===== src/rtl/ctl_seq_pkg.sv =====
package ctl_seq_pkg;

    typedef enum logic [3:0] {
        OP_NOP,
        OP_BCC,
        OP_BRA,
        OP_RCALL,
        OP_CALL1,
        OP_GOTO1,
        OP_RET,
        OP_RETFIE,
        OP_RETLW,
        OP_PUSH,
        OP_POP,
        OP_SWRST
    } op_e;

endpackage


===== src/rtl/ctl_seq_dec.sv =====
module ctl_seq_dec
    import ctl_seq_pkg::*;
#(
    parameter int PC_W = 21
) (
    input  logic [15:0]     instr_i,
    input  logic            flag_c_i,
    input  logic            flag_n_i,
    input  logic            flag_ov_i,
    input  logic            flag_z_i,
    output op_e             op_o,
    output logic            taken_o,
    output logic            sbit_o,
    output logic [PC_W-1:0] rel_o
);

    logic flag_sel;

    always_comb begin
        op_o    = OP_NOP;
        taken_o = 1'b0;
        sbit_o  = instr_i[0];
        rel_o   = '0;
        case (instr_i[10:9])
            2'd0:    flag_sel = flag_z_i;
            2'd1:    flag_sel = flag_c_i;
            2'd2:    flag_sel = flag_ov_i;
            default: flag_sel = flag_n_i;
        endcase
        if (instr_i[15:11] == 5'b11100) begin
            op_o    = OP_BCC;
            taken_o = flag_sel ^ instr_i[8];
            rel_o   = {{(PC_W-9){instr_i[7]}}, instr_i[7:0], 1'b0};
        end else if (instr_i[15:11] == 5'b11010) begin
            op_o  = OP_BRA;
            rel_o = {{(PC_W-12){instr_i[10]}}, instr_i[10:0], 1'b0};
        end else if (instr_i[15:11] == 5'b11011) begin
            op_o  = OP_RCALL;
            rel_o = {{(PC_W-12){instr_i[10]}}, instr_i[10:0], 1'b0};
        end else if (instr_i[15:9] == 7'b1110110) begin
            op_o   = OP_CALL1;
            sbit_o = instr_i[8];
        end else if (instr_i[15:8] == 8'hEF) begin
            op_o = OP_GOTO1;
        end else if (instr_i[15:8] == 8'h0C) begin
            op_o = OP_RETLW;
        end else if (instr_i[15:1] == 15'h0009) begin
            op_o = OP_RET;
        end else if (instr_i[15:1] == 15'h0008) begin
            op_o = OP_RETFIE;
        end else if (instr_i == 16'h0005) begin
            op_o = OP_PUSH;
        end else if (instr_i == 16'h0006) begin
            op_o = OP_POP;
        end else if (instr_i == 16'h00FF) begin
            op_o = OP_SWRST;
        end
    end

endmodule


===== src/rtl/ctl_seq_stack.sv =====
module ctl_seq_stack #(
    parameter int DEPTH = 31,
    parameter int W     = 21
) (
    input  logic         clk_i,
    input  logic         rst_ni,
    input  logic         push_i,
    input  logic         pop_i,
    input  logic [W-1:0] data_i,
    output logic [W-1:0] tos_o,
    output logic         full_o,
    output logic         empty_o
);

    localparam int PTR_W = $clog2(DEPTH + 1);

    logic [W-1:0]     mem [DEPTH];
    logic [PTR_W-1:0] ptr_q;

    assign full_o  = (ptr_q == PTR_W'(DEPTH));
    assign empty_o = (ptr_q == '0);
    assign tos_o   = empty_o ? '0 : mem[ptr_q - PTR_W'(1)];

    always_ff @(posedge clk_i) begin
        if (!rst_ni) begin
            ptr_q <= '0;
        end else if (push_i && !full_o) begin
            mem[ptr_q] <= data_i;
            ptr_q      <= ptr_q + PTR_W'(1);
        end else if (pop_i && !empty_o) begin
            ptr_q <= ptr_q - PTR_W'(1);
        end
    end

endmodule


===== src/rtl/ctl_seq.sv =====
module ctl_seq
    import ctl_seq_pkg::*;
#(
    parameter int PC_W      = 21,
    parameter int STK_DEPTH = 31,
    parameter int CTX_W     = 24
) (
    input  logic             clk_i,
    input  logic             rst_ni,
    input  logic             valid_i,
    input  logic [15:0]      instr_i,
    input  logic             flag_c_i,
    input  logic             flag_n_i,
    input  logic             flag_ov_i,
    input  logic             flag_z_i,
    input  logic [CTX_W-1:0] ctx_i,
    output logic [PC_W-1:0]  pc_o,
    output logic             flush_o,
    output logic             stk_push_o,
    output logic             stk_pop_o,
    output logic             lit_load_o,
    output logic [7:0]       lit_o,
    output logic             int_en_set_o,
    output logic             reset_req_o,
    output logic             ctx_restore_o,
    output logic [CTX_W-1:0] ctx_o,
    output logic             stk_ovf_o,
    output logic             stk_unf_o
);

    localparam logic [PC_W-1:0] WORD_STEP = PC_W'(2);

    typedef struct packed {
        logic [PC_W-1:0]  pc;
        logic             flush;
        logic             two;
        logic             two_call;
        logic             two_s;
        logic [7:0]       two_lo;
        logic             ovf;
        logic             unf;
        logic [CTX_W-1:0] shadow;
        logic             push_p;
        logic             pop_p;
        logic             lit_p;
        logic [7:0]       lit;
        logic             ien_p;
        logic             rst_p;
        logic             rest_p;
    } state_t;

    state_t d, q;

    op_e             op;
    logic            taken;
    logic            sbit;
    logic [PC_W-1:0] rel;
    logic [PC_W-1:0] seq_pc;
    logic            st_push, st_pop, st_full, st_empty;
    logic [PC_W-1:0] st_data, st_tos;

    ctl_seq_dec #(.PC_W(PC_W)) i_dec (
        .instr_i  (instr_i),
        .flag_c_i (flag_c_i),
        .flag_n_i (flag_n_i),
        .flag_ov_i(flag_ov_i),
        .flag_z_i (flag_z_i),
        .op_o     (op),
        .taken_o  (taken),
        .sbit_o   (sbit),
        .rel_o    (rel)
    );

    ctl_seq_stack #(.DEPTH(STK_DEPTH), .W(PC_W)) i_stack (
        .clk_i  (clk_i),
        .rst_ni (rst_ni),
        .push_i (st_push),
        .pop_i  (st_pop),
        .data_i (st_data),
        .tos_o  (st_tos),
        .full_o (st_full),
        .empty_o(st_empty)
    );

    assign seq_pc = q.pc + WORD_STEP;

    always_comb begin
        d        = q;
        d.push_p = 1'b0;
        d.pop_p  = 1'b0;
        d.lit_p  = 1'b0;
        d.ien_p  = 1'b0;
        d.rst_p  = 1'b0;
        d.rest_p = 1'b0;
        st_push  = 1'b0;
        st_pop   = 1'b0;
        st_data  = seq_pc;
        if (valid_i) begin
            if (q.flush) begin
                // discarded slot after a taken transfer
                d.flush = 1'b0;
            end else if (q.two) begin
                d.two   = 1'b0;
                d.flush = 1'b1;
                d.pc    = PC_W'({instr_i[11:0], q.two_lo, 1'b0});
                if (q.two_call) begin
                    st_push = 1'b1;
                    if (q.two_s) d.shadow = ctx_i;
                end
            end else begin
                d.pc = seq_pc;
                case (op)
                    OP_BCC: begin
                        if (taken) begin
                            d.pc    = seq_pc + rel;
                            d.flush = 1'b1;
                        end
                    end
                    OP_BRA: begin
                        d.pc    = seq_pc + rel;
                        d.flush = 1'b1;
                    end
                    OP_RCALL: begin
                        d.pc    = seq_pc + rel;
                        d.flush = 1'b1;
                        st_push = 1'b1;
                    end
                    OP_CALL1, OP_GOTO1: begin
                        d.two      = 1'b1;
                        d.two_call = (op == OP_CALL1);
                        d.two_s    = sbit;
                        d.two_lo   = instr_i[7:0];
                    end
                    OP_RET, OP_RETFIE, OP_RETLW: begin
                        d.pc    = st_tos;
                        d.flush = 1'b1;
                        st_pop  = 1'b1;
                        if (op == OP_RETLW) begin
                            d.lit_p = 1'b1;
                            d.lit   = instr_i[7:0];
                        end else begin
                            d.rest_p = sbit;
                        end
                        d.ien_p = (op == OP_RETFIE);
                    end
                    OP_PUSH:  st_push = 1'b1;
                    OP_POP:   st_pop  = 1'b1;
                    OP_SWRST: d.rst_p = 1'b1;
                    default: ;
                endcase
            end
        end
        d.push_p = st_push;
        d.pop_p  = st_pop;
        if (st_push && st_full)  d.ovf = 1'b1;
        if (st_pop  && st_empty) d.unf = 1'b1;
    end

    always_ff @(posedge clk_i) begin
        if (!rst_ni) begin
            q <= '0;
        end else begin
            q <= d;
        end
    end

    assign pc_o          = q.pc;
    assign flush_o       = q.flush;
    assign stk_push_o    = q.push_p;
    assign stk_pop_o     = q.pop_p;
    assign lit_load_o    = q.lit_p;
    assign lit_o         = q.lit;
    assign int_en_set_o  = q.ien_p;
    assign reset_req_o   = q.rst_p;
    assign ctx_restore_o = q.rest_p;
    assign ctx_o         = q.shadow;
    assign stk_ovf_o     = q.ovf;
    assign stk_unf_o     = q.unf;

endmodule


===== config.mk =====
export PLATFORM = sky130hd
export DESIGN_NAME = ctl_seq
export DESIGN_NICKNAME = d
export VERILOG_FILES = /design/src/rtl/ctl_seq_pkg.sv /design/src/rtl/ctl_seq_dec.sv /design/src/rtl/ctl_seq_stack.sv /design/src/rtl/ctl_seq.sv
export SDC_FILE = /design/constraint.sdc
export NUM_CORES = 1
export LEC_CHECK = 0
export CELL_PAD_IN_SITES_DETAIL_PLACEMENT = 1
export CELL_PAD_IN_SITES_GLOBAL_PLACEMENT = 1
export CORE_UTILIZATION = 49
export CTS_CLUSTER_SIZE = 40
export DETAILED_ROUTE_END_ITERATION = 7
export DONT_BUFFER_PORTS = 1
export PLACE_DENSITY_LB_ADDON = 0.1
export SLEW_MARGIN = 10
export SYNTH_ARGS = -nofsm -noshare
export SYNTH_HDL_FRONTEND = slang
export SYNTH_SLANG_ARGS = --single-unit

===== constraint.sdc =====
create_clock -name clk_i -period 5.15 [get_ports clk_i]
set_input_delay 1.03 -clock clk_i [delete_from_list [all_inputs] [get_ports clk_i]]
set_output_delay 1.03 -clock clk_i [all_outputs]
set_load 0.005 [all_outputs]

; Word-level counts from Yosys, hierarchy flattened
; Memory sizes are Yosys's and may differ from the RTL's.
; Index checks and enable logic that the tools add are counted.
[word_totals]
input_bits = 47
elab_cells = 116
memories = 1
register_bits = 78
ramBits = 651
[memory_table]
columns = memory, words, word_bits, read_ports, rd_clocked_by_memory_dff, write_ports, line
row1 = i_stack.mem, 31, 21, 1, 0, 1, ctl_seq_stack.sv:17  ; logic [W-1:0] mem [DEPTH];
[op_classes]
bitwise_logic = 6
n_eq_ne = 25
muxes = 42
addsub = 4
reduce_logical = 21
[ops]
columns = op, n
row1 = $mux 21, 4
row2 = $pmux 22 s3, 1
row3 = $mux 4, 11
row4 = $eq 16x3->1 const B, 2
row5 = $eq 15x4->1 const B, 2
row6 = $mux 23, 1
row7 = $mux 22, 1
row8 = $add 21x2->21 const B, 1
row9 = $add 21x21->21, 1
row10 = $eq 5x5->1 const B, 4
row11 = $mux 1, 19
row12 = $eq 16x8->1 const B, 1
row13 = $eq 4x3->1 const B, 4
row14 = $eq 4x4->1 const B, 4
row15 = $mux 11, 1
row16 = $mux 5, 2
row17 = $reduce_and 5->1, 2
row18 = $mux 9, 1
row19 = $eq 4x2->1 const B, 2
row20 = $eq 8x4->1 const B, 1
row21 = $eq 8x8->1 const B, 1
row22 = $reduce_or 4->1, 2
row23 = $eq 7x7->1 const B, 1
row24 = $reduce_or 2->1, 3
row25 = 18 further kinds, 26

; Logic depth before layout (Yosys ltp)
; Gate-level depths: netlist (run 1).
[depth]
ltp_word = 22
ltp_mapped = 17

; Hierarchy
; From an unflattened synthesis (run 1), not the netlist that was laid out.
[unflattened]
hier_cells = 1936
hier_area_um2 = 31107.3
[by_module_without_submodules]
columns = module, instances, area_each_um2, cells_per_inst
row1 = ctl_seq_stack, 1, 25587.0, 1226
row2 = ctl_seq, 1, 5071.1, 646
row3 = ctl_seq_dec, 1, 449.2, 64

; Worst setup path before layout (run 1)
; Ideal clock, no wire load.
[synth_path]
kind = input to register
start = input port instr_i[12]
end = memory i_stack.mem[21][0] (enable)
setup_time_ps = 399
n_path_buf = 1
setup_slack_ps = 328
arrival_time_ps = 4423
path_stages = 8
cell_sequence = or4_4 > or2_2 > clkbuf_1 > or4_4 > a311o_2 > a211oi_4 > nand2_1 > nor2_1
[synth_between]
elab_chain_len = 22
elab_cells_between_ends = 33
[synth_lines]
columns = element, line
row1 = "start, declared", ctl_seq.sv:11  ; input logic [15:0] instr_i,
row2 = $eq 16x8->1, ctl_seq_dec.sv:55  ; end else if (instr_i == 16'h00FF) begin
row3 = $mux 4, ctl_seq_dec.sv:55
row4 = $mux 4, ctl_seq_dec.sv:53  ; end else if (instr_i == 16'h0006) begin
row5 = $mux 4, ctl_seq_dec.sv:51  ; end else if (instr_i == 16'h0005) begin
row6 = $mux 4, ctl_seq_dec.sv:49  ; end else if (instr_i[15:1] == 15'h0008) begin
row7 = $mux 4, ctl_seq_dec.sv:47  ; end else if (instr_i[15:1] == 15'h0009) begin
row8 = $mux 4, ctl_seq_dec.sv:45  ; end else if (instr_i[15:8] == 8'h0C) begin
row9 = $mux 4, ctl_seq_dec.sv:43  ; end else if (instr_i[15:8] == 8'hEF) begin
row10 = [6 not listed], -
row11 = $mux 1 (*), ctl_seq.sv:112  ; case (op)
row12 = $mux 1 (*), ctl_seq.sv:102  ; end else if (q.two) begin
row13 = $mux 1 (*), ctl_seq.sv:99  ; if (q.flush) begin
row14 = $mux 1 (*), ctl_seq.sv:98  ; if (valid_i) begin
row15 = $logic_and 1x1->1 (*), ctl_seq_stack.sv:27  ; end else if (push_i && !full_o) begin
row16 = $mux 1 (*), ctl_seq_stack.sv:27
row17 = $mux 1 (*), ctl_seq_stack.sv:25  ; if (!rst_ni) begin
row18 = $mux 1 (implied by the code) (*), ctl_seq_stack.sv:28  ; mem[ptr_q] <= data_i;
row19 = "end, declared", ctl_seq_stack.sv:17
; Every way passes the cells marked *; elsewhere a longest branch is shown, timed or not.

; Worst setup path in the final report (run 1)
[layout_path]
start = input port instr_i[12]
end = memory i_stack.mem[7][2] (enable)
; Same word-level chain as after synthesis.

==> impl_metrics.ini, run 1 <==
[outcome]
status = finished clean

[timing]
hold_viol = 0
slew_headroom = 0.2412
maxSlewViolCount = 0
skew_ps = 23.31
fin_tns_setup_ps = 0
grt_setup_unrepaired = no
tightestPinTransition_ps = 1134
fin_crit_ps = 4257
fmax_mhz = 234.9
setup_viol = 0
timing.final.crit_share = 0.8266

[grt]
antenna_found_initial = 3
grt.met3_usage = 0.05447
grt_pass1_wl_mm = 124.5
overflow = 0
grt_use_met2 = 0.4265
grt_max_degree = 80
grt_pass1_vias = 17330
grtUsageTotal = 0.2767
use_met1 = 0.3988
grt_busiest_layer = met2

[finish]
fillers = 5561
layout_common_cells = edfxtp_1, nand2_1, mux4_2, buf_4, a21oi_1
fin_nets = 1939
layout_commonest_cell = edfxtp_1
multiInputGateArea_sq_um = 8808
regArea_sq_um = 21110
postLayoutCellArea_sq_um = 34380
drive_above_1_share = 0.2396
diodes = 0
synthToLayoutAreaGrowth_pct = 12.71

[critical_path]
slowest_delay_ps = 590
reg2reg_from = i_stack.ptr_q[0]
worst_r2r_path_depth = 10
cp-endpoint = i_stack.mem[7][2]
crit_path_top_delay_cell = or4_4
crit_chain = or4_4 -> or2_2 -> or4_4 -> a311o_2 -> a211oi_4 -> nand2_1 -> nor2_2 -> buf_4
crit_top_cell = or4_4
worst_setup_path_start_kind = input port
regToRegEndpoint = pc_o[20]
reg2reg_slack_ps = 900
cp_max_fo = 21
worstSetupEndpointType = register
critPathArrivalTime_ps = 4540
cp-startpoint = instr_i[12]
worst-setup-path-type = input port to register
worstPathRequired_ps = 5430

[synthesis]
ys_warn_count = 0
synth_edf_count = 651
synthArstFlopShare = 0
synth_seq_cells = 729
netlist.top_cell.by_area = edfxtp_1
synth_area_leaders = edfxtp_1, mux4_2, dfxtp_1
yosysUniqueCellTypes = 77
ys_seq_area_frac = 0.6922
avgSynthCellArea_sq_um = 16.68
synth_ff_type = edfxtp_1
syn_nets = 1903
synth_cells = 1829
netlist.area_leader.share = 0.6410
netlist_area_sq_um = 30500

[cts]
cts_buffers = 77
clock_sinks = 729
clk_pin_slew_ps = 50
ctsHtreeMaxLevel = 3
cts_tree = yes
cts.hold.buffers_added = 0
cts_root_buffer = clkbuf_16
insertion_delay_ps = 620
cts.repair.resized = 0
cts_setup_buffers = 0
clockBufferDepth = 3

[min_path]
hold_path_class = register to register

[floorplanning]
die_area_sq_um = 63240
ios = 109
core-area_sq_um = 61600
num_rows = 91
start_util = 0.4951
die_w_um = 251.5
fp.dieH_um = 251.5

[route]
vias_per_cell = 6.204
routed_wl_mm = 86.28
first_pass_iters = 7
ant_nets = 0
wl_per_cell_um = 31.25
first_iter_violations = 1672
vias = 17130
route.detailed.drc = 0

[pwr]
power_density_nw_per_um2 = 349.1
p_leak_nw = 11.38
ir_drop_mv = 0.2650

[placement]
place.gp.congestion = 0.8758
hpwl_mm = 55.99
port-buffer-count = 0
place_area_sq_um = 31940

[job]
maxCapViolations = 0
worst min-delay path by stage:
stage	from	to	slack, ps	cells past startpoint
floorplan	lit_o[0]	lit_o[0]	430	2
global placement	lit_o[5]	lit_o[5]	460	2
detailed placement	lit_o[5]	lit_o[5]	460	2
CTS	lit_o[5]	lit_o[5]	470	2
global route	lit_o[5]	lit_o[5]	490	2
finish	lit_o[5]	lit_o[5]	470	2
routing by layer:
layer / vias up / share of wire
met4: 2 / 0.031
met1: 9055 / 0.43
met3: 130 / 0.074
met2: 656 / 0.47
li1: 7286 / -
met5: - / 0.00016
critical path: cells and delay by family:
| family | cells | cell delay (ps) |
|---|---|---|
| AOI/OAI and AO/OA | 2 | 860 |
| buffers and inverters | 1 | 320 |
| and+or+nand+nor | 5 | 2300 |
synth_stat cells (20+ instances only):
master / number
nor2_1: 82
buf_1: 24
dfxtp_1: 78
a21oi_1: 82
o21ai_0: 49
mux4_2: 169
a211oi_1: 27
nand3_1: 25
buf_4: 53
ha_1: 26
nand2_1: 177
mux2i_1: 48
clkbuf_1: 51
xnor2_1: 21
edfxtp_1: 651
nor3_1: 20
and2_1: 21
layout make-up:
cell class                 count  share of cell area
clock buffer                  96             0.06056
timing repair buffer         103             0.02686
sequential                   729              0.6142
inverter                      12            0.001310
tap                          837             0.03046
clock inverter                42             0.01037
multi-input combinational    942              0.2562
flip-flops by register name (all words and copies together) (netlist names), 5 cells and up:
register,cells
ctx_o,24
i_stack.mem,651
i_stack.ptr_q,5
lit_o,8
pc_o,21
q,11
per-stage QoR:
| step | hold WS (ps) | utilization | power (mW) | worst slack, ps | cells |
|---|---|---|---|---|---|
| 2_1_floorplan | 432.2 | - | 6.630 | 328.3 | 1829 |
| 3_3_place_gp | 461.7 | 0.5185 | 6.703 | 398.9 | 2623 |
| 3_5_place_dp | 464.0 | 0.5185 | 6.709 | 309.7 | 2623 |
| 4_1_cts | 471.9 | 0.5581 | 12.09 | 823.2 | 2761 |
| 5_1_grt | 489.2 | 0.5581 | 12.28 | 614.2 | 2761 |
| 6_report | 467.8 | 0.5581 | 12.00 | 892.9 | 2761 |
power breakdown:
| part | internal [mW] | total (mW) | switching (mW) |
|---|---|---|---|
| Clock | 3.12 | 5.41 | 2.29 |
| Sequential | 6.39 | 6.40 | 0.0102 |
| Combinational | 0.0487 | 0.190 | 0.141 |
cells by family (layout without fill, tap and decap cells):
logic type,Yosys count,after routing,synth area share
buffers and inverters,158,253,0.02777
xor gates and xnor gates,37,37,0.01063
and+or+nand+nor,398,398,0.06035
AOI/OAI and AO/OA,256,256,0.05464
DFF,729,729,0.6922
adders and majority gates,27,27,0.01132
muxes,224,224,0.1431
No activity file was read; power rests on OpenSTA's default activity.
==> run 2: changes to the inputs <==
- clock period: 5.15 -> 4.1 ns (I/O delays scaled with it)
==> run 2 against run 1 <==
Effect of this change:
- final cell count rose by 0.80%
- power grew 28%
- critical path depth unchanged
- register-to-register slack worse by 560 ps
- die area stayed put
- clock skew shrank 4.4 ps
- clock-buffer cell count is 7 lower
- via count grew 0.56%
- utilization rose by 1.1 points
- sequential cell count did not move
- hold slack worse by 150 ps
- critical endpoint is now pc_o[6]
==> impl_metrics.ini, run 2 (same netlist as run 1, synthesis figures left out) <==
[timing]
fin_tns_setup_ps = 0
tightestPinTransition_ps = 1025
grt_setup_unrepaired = no
setup_viol = 0
maxSlewViolCount = 0
fin_crit_ps = 3755
timing.final.crit_share = 0.9159
skew_ps = 18.90
holdWs_ps = 322.2
hold_viol = 0
slew_headroom = 0.3119
fmax_mhz = 266.3

[finish]
synthToLayoutAreaGrowth_pct = 14.87
drive_above_1_share = 0.2518
largest_reg_flops = 651
fillers = 5470
postLayoutCellArea_sq_um = 35030
diodes = 0
regMostFlops = i_stack.mem
layout_commonest_cell = edfxtp_1
layout_common_cells = edfxtp_1, nand2_1, mux4_2, buf_4, a21oi_1
instances_no_fill = 2783
fin_nets = 1958

[placement]
hpwl_mm = 55.67
port-buffer-count = 0
place.gp.congestion = 0.9014
place_area_sq_um = 32460
numPlacedInstances = 2642

[critical_path]
crit_path_top_delay_cell = xnor2_1
worstPathRequired_ps = 4630
cp_max_fo = 8
worstSetupEndpointType = register
worst_setup_path_start_kind = register
worst-setup-path-type = register to register
slowest_delay_ps = 840
critPathArrivalTime_ps = 4290
crit_chain = inv_1 -> ha_1 -> nor3b_1 -> xnor2_1 -> nand2_1 -> a211oi_1 -> a2111oi_0 -> o31ai_1

[cts]
cts.hold.buffers_added = 0
cts_setup_buffers = 0
clk_pin_slew_ps = 60
cts.repair.resized = 0
insertion_delay_ps = 640
clock_sinks = 729
clockBufferDepth = 3
ctsHtreeMaxLevel = 3
cts_buffers = 77
cts_root_buffer = clkbuf_16
cts_tree = yes

[route]
first_pass_iters = 6
vias_per_cell = 6.189
route.detailed.drc = 0
wl_per_cell_um = 30.83
vias = 17230
first_iter_violations = 1646
routed_wl_mm = 85.81
ant_nets = 0

[grt]
overflow = 0
grtUsageTotal = 0.2763
grt_pass1_vias = 17950
grt_busiest_layer = met2
use_met1 = 0.3890
antenna_found_initial = 2
grt_pass1_wl_mm = 124.7
grt.met3_usage = 0.05323
grt_use_met2 = 0.4373
grt_max_degree = 67

[pwr]
power_density_nw_per_um2 = 439.3
ir_drop_mv = 0.3722
total_power_mw = 15.39
p_leak_nw = 11.65

[floorplanning]
fp.dieH_um = 251.5
start_util = 0.4951
die_w_um = 251.5
ios = 109
die_area_sq_um = 63240
num_rows = 91
core-area_sq_um = 61600

[outcome]
status = finished clean

[min_path]
hold_path_class = input port to register

[job]
maxCapViolations = 0
==> run 2: changes by cell type in the layout (fill, tap and decap cells not counted), sizes merged <==
cell	previous run	this run
clkinvlp	0	1
bufinv	5	10
clkbuf	96	89
clkinv	35	37
buf	103	122
inv	14	16
==> run 2: path summary, 6_finish.rpt <==
check,from,end,slack (ps),depth (start not counted)
max,i_stack.ptr_q[0],pc_o[6],340,8
min reg2reg,lit_o[1],lit_o[1],470,2
max reg2reg,i_stack.ptr_q[0],pc_o[6],340,8
min,ctx_i[11],ctx_o[11],320,2
==> run 2: power by group <==
part           internal, mW  total (mW)  switching [mW]  leakage, nW
Clock                  4.13        7.12            2.99         1.26
Sequential             8.02        8.03         0.00699         6.81
Combinational        0.0677       0.246           0.178         3.58
==> run 2: cell type report <==
| type | count | area (sq um) | area share |
|---|---|---|---|
| clock buffers | 89 | 1972 | 0.05628 |
| clock inverters | 52 | 601.8 | 0.01718 |
| inverters | 12 | 45.04 | 0.001286 |
| multi-input cells | 942 | 9014 | 0.2573 |
| flip-flops and latches | 729 | 21110 | 0.6027 |
| well taps | 837 | 1047 | 0.02989 |
| repair buffers | 122 | 1241 | 0.03543 |
==> run 2: per-layer routing <==
| metal | wire [um] | share of wire |
|---|---|---|
| met5 | 0 | 0 |
| met4 | 2702 | 0.031 |
| met3 | 6262 | 0.073 |
| met2 | 40290 | 0.47 |
| met1 | 36560 | 0.43 |
==> run 2: critical path: cells and delay by family (launching register included) <==
family	cells	cell delay, ps
AO/OA/AOI/OAI	3	1100
XOR/XNOR	1	840
adder cells (fa/ha/maj)	1	360
buffers and inverters	1	120
flip-flops	1	420
AND/OR/NAND/NOR	2	800
==> run 2: metrics by stage <==
step / utilization / worst slack [ps]
finish: 0.5688 / 345.0
global route: 0.5688 / 208.4
CTS: 0.5688 / 325.2
detailed placement: 0.5270 / 175.9
global placement: 0.5270 / 218.4
floorplan: - / 59.01
